File: config.mk
export PLATFORM = sky130hd
export DESIGN_NAME = uart_modem_status
export DESIGN_NICKNAME = d
export VERILOG_FILES = /design/src/rtl/uart_modem_pkg.sv /design/src/rtl/modem_sync.sv /design/src/rtl/modem_ctrl_reg.sv /design/src/rtl/modem_status_reg.sv /design/src/rtl/uart_modem_status.sv
export SDC_FILE = /design/constraint.sdc
export NUM_CORES = 1
export LEC_CHECK = 0
export CAP_MARGIN = 20
export CORE_MARGIN = 2
export CORE_UTILIZATION = 44
export CTS_BUF_LIST = sky130_fd_sc_hd__clkbuf_8
export DETAILED_ROUTE_END_ITERATION = 10
export PLACE_DENSITY = 0.85
export SLEW_MARGIN = 15
export SYNTH_ARGS = -nofsm -noshare
export SYNTH_HDL_FRONTEND = slang
export SYNTH_HIERARCHICAL = 1
export SYNTH_SLANG_ARGS = --single-unit
export TNS_END_PERCENT = 5
File: constraint.sdc
create_clock -name clk -period 3.1 [get_ports clk]
set_clock_uncertainty 0.2 [all_clocks]
set_input_delay 0.62 -clock clk [delete_from_list [all_inputs] [get_ports clk]]
set_output_delay 0.62 -clock clk [all_outputs]
set_load 0.05 [all_outputs]
File: src/rtl/uart_modem_pkg.sv
package uart_modem_pkg;
  localparam int LINES = 4;
  localparam int BYTE_W = 8;
  // index of each line inside the status nibble
  localparam int L_CTS = 0;
  localparam int L_DSR = 1;
  localparam int L_RI  = 2;
  localparam int L_DCD = 3;
  // control byte bit positions
  localparam int C_DTR  = 0;
  localparam int C_RTS  = 1;
  localparam int C_OUT1 = 2;
  localparam int C_OUT2 = 3;
  localparam int C_LOOP = 4;

  // control bits presented as line levels when looped back
  function automatic logic [LINES-1:0] loop_lines(input logic [BYTE_W-1:0] ctl);
    logic [LINES-1:0] r;
    r[L_CTS] = ctl[C_RTS];
    r[L_DSR] = ctl[C_DTR];
    r[L_RI]  = ctl[C_OUT1];
    r[L_DCD] = ctl[C_OUT2];
    return r;
  endfunction
endpackage

File: src/rtl/modem_sync.sv
module modem_sync #(
  parameter int WIDTH = 4,
  parameter int STAGES = 2,
  parameter logic [WIDTH-1:0] RST_VAL = '0
) (
  input  logic             clk,
  input  logic             rst_n,
  input  logic [WIDTH-1:0] async_i,
  output logic [WIDTH-1:0] sync_o
);
  genvar g;
  generate
    for (g = 0; g < WIDTH; g++) begin : g_line
      logic [STAGES-1:0] chain_q;
      logic [STAGES-1:0] chain_d;
      always_comb begin
        chain_d = {chain_q[STAGES-2:0], async_i[g]};
      end
      always_ff @(posedge clk or negedge rst_n) begin
        if (!rst_n) chain_q <= {STAGES{RST_VAL[g]}};
        else        chain_q <= chain_d;
      end
      assign sync_o[g] = chain_q[STAGES-1];
    end
  endgenerate
endmodule

File: src/rtl/modem_ctrl_reg.sv
module modem_ctrl_reg
  import uart_modem_pkg::*;
#(
  parameter int KEEP_W = 5,
  parameter logic [BYTE_W-1:0] RST_VAL = 8'h08
) (
  input  logic              clk,
  input  logic              rst_n,
  input  logic              wr_i,
  input  logic [BYTE_W-1:0] wdata_i,
  output logic [BYTE_W-1:0] ctl_o,
  output logic              dtr_o,
  output logic              rts_o,
  output logic              out1_o,
  output logic              out2_o
);
  localparam logic [BYTE_W-1:0] KEEP_MASK = BYTE_W'((1 << KEEP_W) - 1);

  logic [BYTE_W-1:0] ctl_q, ctl_d;
  logic              loop;

  always_comb begin
    ctl_d = ctl_q;
    if (wr_i) ctl_d = wdata_i & KEEP_MASK;
  end

  always_ff @(posedge clk or negedge rst_n) begin
    if (!rst_n) ctl_q <= RST_VAL & KEEP_MASK;
    else        ctl_q <= ctl_d;
  end

  assign loop   = ctl_q[C_LOOP];
  assign ctl_o  = ctl_q;
  assign dtr_o  = ctl_q[C_DTR] & ~loop;
  assign rts_o  = ctl_q[C_RTS] & ~loop;
  assign out1_o = ctl_q[C_OUT1];
  assign out2_o = ctl_q[C_OUT2];
endmodule

File: src/rtl/modem_status_reg.sv
module modem_status_reg
  import uart_modem_pkg::*;
#(
  parameter logic [LINES-1:0] RST_LINES = 4'b1011
) (
  input  logic             clk,
  input  logic             rst_n,
  input  logic [LINES-1:0] lines_i,
  input  logic             rd_i,
  output logic [LINES-1:0] level_o,
  output logic [LINES-1:0] flag_o
);
  logic [LINES-1:0] level_q, level_d;
  logic [LINES-1:0] flag_q, flag_d;
  logic [LINES-1:0] diff, raise;

  always_comb begin
    diff  = level_q ^ lines_i;
    raise = diff;
    // ring flag only on a drop
    raise[L_RI] = level_q[L_RI] & ~lines_i[L_RI];
    level_d = lines_i;
    flag_d  = (rd_i ? '0 : flag_q) | raise;
  end

  always_ff @(posedge clk or negedge rst_n) begin
    if (!rst_n) begin
      level_q <= RST_LINES;
      flag_q  <= '0;
    end else begin
      level_q <= level_d;
      flag_q  <= flag_d;
    end
  end

  assign level_o = level_q;
  assign flag_o  = flag_q;
endmodule

File: src/rtl/uart_modem_status.sv
module uart_modem_status
  import uart_modem_pkg::*;
#(
  parameter int SYNC_STAGES = 2,
  parameter logic [3:0] STAT_RST = 4'b1011,
  parameter logic [7:0] CTL_RST = 8'h08
) (
  input  logic       clk,
  input  logic       rst_n,
  input  logic [3:0] modem_i,
  input  logic       mcr_wr_i,
  input  logic [7:0] mcr_wdata_i,
  input  logic       msr_rd_i,
  input  logic       msi_en_i,
  output logic [7:0] msr_o,
  output logic [7:0] mcr_o,
  output logic       dtr_o,
  output logic       rts_o,
  output logic       out1_o,
  output logic       out2_o,
  output logic       msi_irq_o
);
  logic [LINES-1:0]  pins_sync;
  logic [LINES-1:0]  lines_sel;
  logic [LINES-1:0]  level, flag;
  logic [BYTE_W-1:0] ctl;

  modem_sync #(.WIDTH(LINES), .STAGES(SYNC_STAGES), .RST_VAL(STAT_RST)) u_sync (
    .clk(clk), .rst_n(rst_n), .async_i(modem_i), .sync_o(pins_sync)
  );

  modem_ctrl_reg #(.KEEP_W(5), .RST_VAL(CTL_RST)) u_ctl (
    .clk(clk), .rst_n(rst_n), .wr_i(mcr_wr_i), .wdata_i(mcr_wdata_i),
    .ctl_o(ctl), .dtr_o(dtr_o), .rts_o(rts_o), .out1_o(out1_o), .out2_o(out2_o)
  );

  always_comb begin
    lines_sel = ctl[C_LOOP] ? loop_lines(ctl) : pins_sync;
  end

  modem_status_reg #(.RST_LINES(STAT_RST)) u_stat (
    .clk(clk), .rst_n(rst_n), .lines_i(lines_sel), .rd_i(msr_rd_i),
    .level_o(level), .flag_o(flag)
  );

  assign msr_o     = {level, flag};
  assign mcr_o     = ctl;
  assign msi_irq_o = msi_en_i & (|flag);
endmodule

==> results.txt, run 1 <==
----------------------------------------------------
[Run status]
  Status ... finished clean

[Floorplan]
  Floorplan Core Area ... about 1700 um^2
  Vertical extent of the die ... ~47 um
  Total I/O pin count ... 38
  Site row count ... 15
  Die X-Extent ... 46.66 um
  Initial standard-cell utilization of the core ... between 40% and 50%
  Die Outline Area ... around 2200 um^2

[Flow run]
  Maximum Capacitance Violations ... 0

[Routing]
  Met1 wire length ... approximately 520 um
  Total met3 wirelength after detailed routing ... slightly above 100 um
  Top sig layer ... met4
  Met2 Wirelength ... around 630 um
  Detailed-router iteration count before antenna repair ... 2
  Routed wire length ... ~1300 um
  Post-DR wirelength/cell ... 11.63 um
  Post-DRT Antenna Nets ... 0
  Vias per cell ... between 4 and 5
  Routed via count ... around 480
  Detailed Route Iter0 Violations ... 2
  Post-route DRC ... 0

[Clock network]
  Number of H-tree levels ... 1
  Number of gates resized after CTS ... 0
  CTS tree ... done
  # Post-CTS Setup Buffers ... 0
  CTS Buf Count ... 3
  Root cell of the clock tree ... clkbuf_8
  Clock slew seen by the registers of the worst setup and hold paths ... approximately 0.07 ns
  Clock sink count ... 21
  Maximum count of clock buffers along a single path ... 2
  Post-cts hold buffer count ... 0
  Latest clock arrival within the worst-skew pair ... around 0.25 ns

[Setup path]
  WP data required ... 2.28 ns
  Setup Crit Path Kind ... flop to output port
  Worst Setup End Kind ... output port
  Type of origin of the critical path ... flop
  Crit-path max FO ... 8
  Arrival time of data at the critical path endpoint ... 1.68 ns

[Timing]
  Slew at the pin closest to its max-slew limit ... between 0.8 and 0.9 ns
  Setup repair after global routing missed its margin ... no
  Final worst path period share ... about four fifths
  Final hold violations ... 0
  Pins Over Slew Limit ... 0
  Final-layout setup total negative slack ... 0 ns
  Peak Freq ... about 0.40 GHz
  Final setup vio count ... 0
  Headroom to the max-slew limit ... 41.69%
  Clock period minus final worst setup slack ... approximately 2.5 ns

[Layout]
  Number of filler cells placed in the layout ... approximately 140
  Most common cell after layout, fill and taps aside ... clkdlybuf4s50_1
  Antenna diode count ... 0
  Net count of the finished layout ... ~100
  Core Util, Final ... between 60 and 70%
  Highest-count cells in the layout ignoring fill and taps ... clkdlybuf4s50_1, dfrtp_1, dfstp_2
  Ratio of cells with drive above 1 in the final layout ... roughly 28%
  Layout-stage area growth over the synthesis result ... 40.47%
  Fin area ... approximately 1100 um^2

[Pwr]
  Largest vdd supply drop ... around 0.38 mV
  Share of power burned in combinational logic ... between 30 and 40%
  Part of the power in registers ... 44.8%
  Internal power component ... around 490 uW
  Total Power ... roughly 750 uW
  Leakage power figure ... around 0.47 nW
  P per Cell Area ... ~660 nW/um^2
  Switching part of the total ... between 30% and 40%
  Clock network fraction of total power ... between 20% and 30%
  Reported net switching power ... approximately 260 uW

[Global route]
  First-pass GRT wire length ... around 2000 um
  Pin count of the biggest net entering global routing ... 22
  Via count of the first global-routing pass ... between 400 and 500
  Initial antenna violation count ... 0
  Total global routing track utilization ... approximately 14%
  GR Overflow Total ... 0

[Placed design]
  Weighted congestion reported at the end of routability-driven placement ... approximately 0.67
  Number of port buffers ... 31
  Post-placement cell area ... between 1000 and 1500 um^2

[Synthesis]
  Fraction of synthesized cell area taken by the top area cell type ... 34.38%
  #FFs+latches synth ... 21
  Post-Syn Area ... 800.8 um^2
  Average footprint of a synthesized cell ... 14.56 um^2
  Cells after Synth ... 55
  Sequential element share of the synthesized area ... about two thirds
  Count of yosys warnings during synthesis ... 6
  Count of different cell masters after synthesis ... 11
  Cell types with the largest area share after synthesis ... dfrtp_1, dfstp_2, mux2_2
  Cell type with the largest total area after synthesis ... dfrtp_1

[Min path]
  Min-Delay Path Class ... flop to flop

----------------------------------------------------
[cell type report]
type	instances	area [um^2]	share of cell area [%]
well taps	25	31.28	2.781
multi-input cells	22	183.9	16.35
clock buffers	3	41.29	3.671
repair buffers	31	307.8	27.36
inverters	5	18.77	1.669
clock inverters	1	3.754	0.3337
flip-flops and latches	21	538.0	47.83
[cell usage after synthesis (all sizes together)]
master	n
mux2	9
inv	5
buf	9
nor2b	2
dfstp	10
o41a	1
dfrtp	11
o22ai	1
xnor2	3
o21ai	3
conb	1
[worst max-delay path, stage by stage (launching register included)]
cell	delay (ns)
dfrtp_1	0.48
nor2b_1	0.15
clkdlybuf4s50_1	0.81
[metal layers]
metal | up-vias | track usage (%)
met1 | 226 | 15.91
met4 | 0 | 8.333
met3 | 2 | 4.314
met5 | - | 0
met2 | 28 | 21.67
li1 | 221 | -
[state kept, by name (all words and copies together), names as in the netlist]
register               cells
u_sync/g_line.chain_q      8
u_ctl/ctl_o                5
u_stat/flag_o              4
u_stat/level_o             4
[worst paths after layout]
kind,end,start,slack [ns],depth (start not counted)
worst max-delay path,rts_o,u_ctl/ctl_o[4],0.60,2
worst min-delay path,u_sync/g_line[2].chain_q[1],u_sync/g_line[2].chain_q[0],0.16,0
worst max register to register,u_stat/flag_o[1],u_ctl/ctl_o[4],1.66,3
worst min register to register,u_sync/g_line[2].chain_q[1],u_sync/g_line[2].chain_q[0],0.16,0
max in group asynchronous,u_stat/flag_o[0],rst_n,1.50,1
min in group asynchronous,u_sync/g_line[2].chain_q[0],rst_n,0.66,1
[through the flow]
stage                     cells  hold WS, ns  setup slack (ns)
after floorplan              57       0.1244            0.8676
after global placement      104       0.1326            0.8779
after detailed placement    104       0.1364            0.8760
after CTS                   108       0.1530            0.5763
after global routing        108       0.1585            0.5314
final                       108       0.1575            0.5997
[power by group through the flow]
stage               Sequential [mW]  Combinational (mW)  Clock [mW]
detailed placement            0.340               0.249           0
CTS                           0.335               0.250       0.174
global placement              0.339               0.246           0
global route                  0.339               0.259       0.185
floorplan                     0.427              0.0789           0
finish                        0.335               0.248       0.165
[cells by family (layout without fill, tap and decap cells)]
kind of cell | count (synthesis) | count (layout) | share of synthesized area [%]
xor gates and xnor gates | 3 | 3 | 3.282
DFF | 21 | 21 | 67.19
AOI/OAI and AO/OA | 5 | 5 | 4.062
and+or+nand+nor | 2 | 2 | 1.562
muxes | 9 | 9 | 12.66
other | 1 | 3 | 0.4683
buffers and inverters | 14 | 40 | 10.78
Note: power is estimated with default switching activity, not from simulation.
==> inputs of run 2 (changes only) <==
CORE_UTILIZATION = 37   (was 44)
PLACE_DENSITY = 0.77   (was 0.85)
clock period = 2.04 ns   (was 3.1 ns; I/O delays follow)
==> results.txt, run 2 (same netlist as run 1, synthesis figures left out) <==
----------------------------------------------------
[Layout]
  Core Util, Final ... 60.19% (-5.0 points)
  Antenna diode count ... 0 (unchanged)
  Highest-count cells in the layout ignoring fill and taps ... clkdlybuf4s50_1, dfrtp_1, buf_4, dfstp_2
  Ratio of cells with drive above 1 in the final layout ... 48.81% (+21 points)
  FF+latch area ... 538.0 um^2 (unchanged)
  Register bank with the most flops ... u_sync/g_line.chain_q
  Multi-input combinational cell area ... 183.9 um^2 (unchanged)
  Number of flip-flops in the largest register ... 8 (unchanged)
  Layout-stage area growth over the synthesis result ... 50.47%
  Net count of the finished layout ... 102 (+0.99%)
  Most common cell after layout, fill and taps aside ... clkdlybuf4s50_1
  Number of filler cells placed in the layout ... 167 (+23%)
  Fin area ... 1205 um^2 (+7.1%)

[Timing]
  Setup repair after global routing missed its margin ... no
  Clock period minus final worst setup slack ... 1.883 ns
  Pins Over Slew Limit ... 0 (unchanged)
  Final setup vio count ... 0 (unchanged)
  Final Hold Slack ... 0.1566 ns (-0.0009530 ns)
  Final hold violations ... 0 (unchanged)
  Final worst path period share ... a little over 90%
  Peak Freq ... around 0.53 GHz
  Final-layout setup total negative slack ... 0 ns (unchanged)

[Placed design]
  Post-placement cell area ... 1160 um^2 (+7.4%)
  Number of port buffers ... 31 (unchanged)
  Detailed placement HPWL ... between 1000 and 1500 um
  Weighted congestion reported at the end of routability-driven placement ... 0.6479 (-3.7%)

[Clock network]
  Clock sink count ... 21 (unchanged)
  Root cell of the clock tree ... clkbuf_8
  Latest clock arrival within the worst-skew pair ... 0.25 ns (about the same)
  Number of gates resized after CTS ... 0 (unchanged)
  Post-cts hold buffer count ... 0 (unchanged)
  # Post-CTS Setup Buffers ... 0 (unchanged)
  CTS Buf Count ... 3 (unchanged)
  Number of H-tree levels ... 1 (unchanged)
  CTS tree ... done
  Clock slew seen by the registers of the worst setup and hold paths ... 0.07 ns (about the same)
  Maximum count of clock buffers along a single path ... 2 (unchanged)

[Setup path]
  Slowest-stage cell, CP ... o41a_1
  Setup crit start ... u_stat/flag_o[1]
  Worst Setup End Kind ... output port
  Register-to-Register Setup Slack ... 0.54 ns (-1.12 ns)
  CP Capture Point ... msi_irq_o
  R2R depth ... 3 (unchanged)
  Critical Path, Cell by Cell ... o41a_1 > buf_12
  Crit-path max FO ... 3 (-5)
  Max stage delay on crit path ... 0.46 ns (-0.35 ns)
  Crit Reg-Reg Startpoint ... u_ctl/ctl_o[4]
  Setup Crit Path Kind ... flop to output port
  WP data required ... 1.43 ns (-0.85 ns)
  R2R Path End ... u_stat/flag_o[3]
  Arrival time of data at the critical path endpoint ... 1.27 ns (-0.41 ns)
  Type of origin of the critical path ... flop

[Routing]
  Detailed Route Iter0 Violations ... 5 (+3)
  Post-route DRC ... 0 (unchanged)
  Vias per cell ... 4.324 (-2.1%)
  Routed wire length ... 1386 um (+10%)
  Detailed-router iteration count before antenna repair ... 3 (+1)
  Post-DR wirelength/cell ... 12.49 um (+7.4%)
  Post-DRT Antenna Nets ... 0 (unchanged)
  Routed via count ... 480 (+0.63%)

[Global route]
  GR Overflow Total ... 0 (unchanged)
  Total global routing track utilization ... 12.99% (-0.64 points)
  Via count of the first global-routing pass ... 505 (+6.5%)
  Initial antenna violation count ... 0 (unchanged)
  Pin count of the biggest net entering global routing ... 22 (unchanged)
  First-pass GRT wire length ... 2394 um (+21%)

[Floorplan]
  Floorplan Core Area ... 2002 um^2 (+16%)
  Initial standard-cell utilization of the core ... 40.00% (-6.4 points)
  Site row count ... 16 (+1)
  Vertical extent of the die ... 50.52 um (+8.3%)
  Total I/O pin count ... 38 (unchanged)
  Die X-Extent ... 50.52 um (+8.3%)
  Die Outline Area ... 2552 um^2 (+17%)

[Pwr]
  P per Cell Area ... 980.2 nW/um^2 (+48%)
  Leakage power figure ... 0.5318 nW (+13%)
  Largest vdd supply drop ... 0.5783 mV (+53%)

[Min path]
  Min-Delay Path Class ... flop to flop

[Flow run]
  Maximum Capacitance Violations ... 0 (unchanged)

[Run status]
  Status ... finished clean

----------------------------------------------------
==> run 2: per-layer routing <==
metal,routed length [um],global-route usage [%],part of all wire (%),vias to the layer above
li1,-,-,-,226
met1,530,15.53,38,226
met2,720,21.71,52,28
met3,134,3.869,9.7,0
met4,0,5.405,0,0
met5,0,0,0,-
==> run 2: where the power goes <==
part           switching, mW  internal (mW)  leakage, nW
combinational          0.244          0.169        0.274
clock                  0.116          0.133       0.0269
sequential            0.0438          0.475        0.231
==> run 2: worst max-delay path: cells and delay by family, from the launching register on <==
kind | cells | cell delay, ns
AO/OA/AOI/OAI | 1 | 0.46
buffers and inverters | 1 | 0.17
flip-flops | 1 | 0.40
==> run 2: how the worst min path moves through the flow <==
stage,cells after the start,slack [ns],start,end
after floorplan,0,-0.09,rst_n,u_ctl/ctl_o[0]
after global placement,0,0.13,u_sync/g_line[2].chain_q[0],u_sync/g_line[2].chain_q[1]
after detailed placement,0,0.15,u_sync/g_line[3].chain_q[0],u_sync/g_line[3].chain_q[1]
after CTS,0,0.16,u_sync/g_line[3].chain_q[0],u_sync/g_line[3].chain_q[1]
after global routing,0,0.16,u_sync/g_line[3].chain_q[0],u_sync/g_line[3].chain_q[1]
final,0,0.16,u_sync/g_line[3].chain_q[0],u_sync/g_line[3].chain_q[1]
==> run 2: area by class of cell <==
class / instances / area share, %
clock inverters: 1 / 0.3115
inverters: 5 / 1.558
multi-input cells: 22 / 15.26
flip-flops and latches: 21 / 44.65
well taps: 27 / 2.804
clock buffers: 3 / 3.427
repair buffers: 32 / 31.98
==> run 2: metrics by stage <==
stage          total power, mW  setup slack [ns]  cells
6_report                 1.181            0.1573    111
5_1_grt                  1.246            0.1135    111
4_1_cts                  1.199            0.1426    111
3_5_place_dp            0.9406            0.2261    107
3_3_place_gp            0.9337            0.2373    107
2_1_floorplan           0.7681           0.01963     57
==> inputs of run 3 (changes only) <==
--- a/config.mk
+++ b/config.mk
@@ -7,5 +7,6 @@
 export LEC_CHECK = 0
+export ABC_AREA = 1
 export CAP_MARGIN = 20
 export CORE_MARGIN = 2
-export CORE_UTILIZATION = 37
+export CORE_UTILIZATION = 38
 export CTS_BUF_LIST = sky130_fd_sc_hd__clkbuf_8
==> constraint.sdc (replaced) <==
create_clock -name clk -period 2.04 [get_ports clk]
set_clock_uncertainty 0.2 [all_clocks]
set_input_delay 0.306 -clock clk [delete_from_list [all_inputs] [get_ports clk]]
set_output_delay 0.306 -clock clk [all_outputs]
set_load 0.05 [all_outputs]
==> results.txt, run 3 <==
----------------------------------------------------
[Run status]
  Status ... finished clean

[Pwr]
  Largest vdd supply drop ... 0.5760 mV (-0.40%)
  P per Cell Area ... 935.6 nW/um^2 (-4.6%)
  Leakage power figure ... 0.5887 nW (+11%)

[Layout]
  Layout-stage area growth over the synthesis result ... 37.74%
  Antenna diode count ... 0 (unchanged)
  Final non-filler cell total ... 146 (+32%)
  Fin area ... 1160 um^2 (-3.7%)
  Net count of the finished layout ... 136 (+33%)
  Highest-count cells in the layout ignoring fill and taps ... nand2_1, clkdlybuf4s50_1, inv_1
  Number of flip-flops in the largest register ... 8 (unchanged)
  Most common cell after layout, fill and taps aside ... nand2_1
  Ratio of cells with drive above 1 in the final layout ... 25.42% (-23 points)
  Register bank with the most flops ... u_sync/g_line.chain_q

[Routing]
  Post-route DRC ... 0 (unchanged)
  Detailed Route Iter0 Violations ... 13 (+8)
  Detailed-router iteration count before antenna repair ... 4 (+1)
  Routed via count ... 610 (+27%)
  Vias per cell ... 4.178 (-3.4%)
  Routed wire length ... 1386 um (unchanged)
  Post-DRT Antenna Nets ... 0 (unchanged)
  Post-DR wirelength/cell ... 9.493 um (-24%)

[Timing]
  Clock period minus final worst setup slack ... 1.931 ns (+0.04799 ns)
  Final setup vio count ... 0 (unchanged)
  Peak Freq ... 0.5179 GHz (-2.5%)
  Final Hold Slack ... 0.1499 ns (-0.006673 ns)
  Final worst path period share ... 94.64% (+2.4 points)
  Worst-case setup margin in the final layout ... 0.1093 ns (-0.04799 ns)
  Final-layout setup total negative slack ... 0 ns (unchanged)
  Final hold violations ... 0 (unchanged)
  Setup repair after global routing missed its margin ... no
  Pins Over Slew Limit ... 0 (unchanged)

[Setup path]
  Slowest-stage cell, CP ... clkdlybuf4s50_1
  Register-to-Register Setup Slack ... 0.65 ns (+0.11 ns)
  Crit Reg-Reg Startpoint ... u_ctl/ctl_o[4]
  Critical Path, Cell by Cell ... clkdlybuf4s50_1
  CP bufs+invs ... 1 (unchanged)
  Setup Crit Path Kind ... flop to output port
  R2R Path End ... u_stat/flag_o[1]
  Arrival time of data at the critical path endpoint ... 1.42 ns (+0.15 ns)
  R2R depth ... 4 (+1)
  Worst Setup End Kind ... output port
  WP data required ... 1.53 ns (+0.10 ns)
  Crit-path max FO ... 3 (unchanged)
  Kind of cell with the highest combined delay on the critical path ... buffers and inverters
  Max stage delay on crit path ... 0.81 ns (+0.35 ns)
  Type of origin of the critical path ... flop

[Floorplan]
  Floorplan Core Area ... 2148 um^2 (+7.3%)
  Initial standard-cell utilization of the core ... 39.20% (-0.80 points)
  Total I/O pin count ... 38 (unchanged)
  Die Outline Area ... 2609 um^2 (+2.2%)
  Site row count ... 17 (+1)
  Die X-Extent ... 51.08 um (+1.1%)
  Vertical extent of the die ... 51.08 um (+1.1%)

[Global route]
  Pin count of the biggest net entering global routing ... 22 (unchanged)
  Total global routing track utilization ... 12.15% (-0.84 points)
  GR Overflow Total ... 0 (unchanged)
  Initial antenna violation count ... 0 (unchanged)
  First-pass GRT wire length ... 2277 um (-4.9%)
  Via count of the first global-routing pass ... 558 (+10%)

[Flow run]
  Maximum Capacitance Violations ... 0 (unchanged)

[Clock network]
  Post-cts hold buffer count ... 0 (unchanged)
  Root cell of the clock tree ... clkbuf_8
  Clock sink count ... 21 (unchanged)
  Maximum count of clock buffers along a single path ... 2 (unchanged)
  Clock slew seen by the registers of the worst setup and hold paths ... 0.07 ns (about the same)
  Number of H-tree levels ... 1 (unchanged)
  Number of gates resized after CTS ... 0 (unchanged)
  CTS tree ... done
  Latest clock arrival within the worst-skew pair ... 0.25 ns (about the same)
  CTS Buf Count ... 3 (unchanged)
  # Post-CTS Setup Buffers ... 0 (unchanged)

[Min path]
  Min-Delay Path Class ... flop to flop
  Hold endpoint ... u_sync/g_line[2].chain_q[1]
  Cell count of the worst hold path ... 0 (unchanged)
  Hold Path Origin ... u_sync/g_line[2].chain_q[0]

[Placed design]
  Weighted congestion reported at the end of routability-driven placement ... 0.6546 (+1.0%)
  Placement-stage worst setup slack ... 0.3551 ns (+0.1289 ns)
  Number of port buffers ... 31 (unchanged)
  Number of instances in the placed design ... 142 (+33%)
  Detailed placement HPWL ... 1043 um (+0.96%)
  Post-placement cell area ... 1115 um^2 (-3.9%)

[Synthesis]
  Post-Syn Area ... 842.1 um^2 (+5.2%)
  Count of different cell masters after synthesis ... 12 (+1)
  Commonest cells in the synthesized netlist ... nand2_1, inv_1, dfrtp_1
  Leading register cell type out of synthesis ... dfrtp_1
  #FFs+latches synth ... 21 (unchanged)
  Most repeated cell in the gate-level netlist after synthesis ... nand2_1
  Fraction of synthesized cell area taken by the top area cell type ... 32.69% (-1.7 points)
  Average footprint of a synthesized cell ... 9.461 um^2 (-35%)
  Share of flip-flops with an asynchronous set or reset ... 100.0% (unchanged)
  Count of yosys warnings during synthesis ... 6 (unchanged)
  Cell types with the largest area share after synthesis ... dfrtp_1, dfstp_2, nand2_1
  Sequential element share of the synthesized area ... 63.89% (-3.3 points)
  Cells after Synth ... 89 (+62%)
  Cell type with the largest total area after synthesis ... dfrtp_1
  EDFF count, synth ... 0 (unchanged)

----------------------------------------------------
## run 3: changes by cell type in the layout (fill, tap and decap cells not counted), moves of 2 or more
cell             change
nand2_1             +29
inv_1                +9
mux2_2               -9
buf_12               -8
clkdlybuf4s50_1      +5
nor2_1               +4
o21ai_0              +4
buf_4                +3
nand3_1              +3
o21ai_1              -3
xnor2_1              -3
inv_2                +2
nor2b_1              -2
## run 3: power breakdown
| part | leakage (nW) | switching (mW) | internal (mW) |
|---|---|---|---|
| Sequential | 0.235 | 0.0316 | 0.468 |
| Clock | 0.0269 | 0.120 | 0.134 |
| Combinational | 0.327 | 0.223 | 0.108 |
| Total | 0.589 | 0.375 | 0.710 |
## run 3: stage by stage
| step | util (%) | total power, mW |
|---|---|---|
| 2_1_floorplan | - | 0.7277 |
| 3_3_place_gp | 51.89 | 0.8335 |
| 3_5_place_dp | 51.89 | 0.8416 |
| 4_1_cts | 53.99 | 1.101 |
| 5_1_grt | 53.99 | 1.142 |
| 6_report | 53.99 | 1.085 |
## run 3: layout make-up
class,instances,area [um^2]
well taps,28,35.03
fillers,202,988.4
clock buffers,3,41.29
flip-flops and latches,21,538.0
clock inverters,1,3.754
multi-input cells,45,183.9
inverters,16,60.06
repair buffers,32,297.8
## run 3: logic make-up (layout without fill, tap and decap cells)
kind of cell / count (synthesis) / in the layout / synth area share (%)
AO/OA/AOI/OAI: 6 / 6 / 4.012
flip-flops: 21 / 21 / 63.89
buffers and inverters: 25 / 52 / 15.16
other: 1 / 3 / 0.4453
AND/OR/NAND/NOR: 36 / 36 / 16.49
## run 3: per-layer routing
| layer | global-route usage (%) | up-vias | part of all wire [%] |
|---|---|---|---|
| li1 | - | 306 | - |
| met1 | 13.82 | 270 | 44 |
| met2 | 20.13 | 32 | 47 |
| met3 | 3.801 | 2 | 8.3 |
| met4 | 6.757 | 0 | 0.79 |
| met5 | 0 | - | 0 |
## run 3: how the worst max path moves through the flow
| stage | cells after the start | end | slack, ns | start |
|---|---|---|---|---|
| after floorplan | 2 | msi_irq_o | 0.01 | u_stat/flag_o[1] |
| after global placement | 4 | msi_irq_o | 0.37 | msi_en_i |
| after detailed placement | 4 | msi_irq_o | 0.36 | msi_en_i |
| after CTS | 1 | msr_o[0] | 0.1 | u_stat/flag_o[0] |
| after global routing | 1 | msr_o[3] | 0.04 | u_stat/flag_o[3] |
| final | 1 | msr_o[0] | 0.11 | u_stat/flag_o[0] |
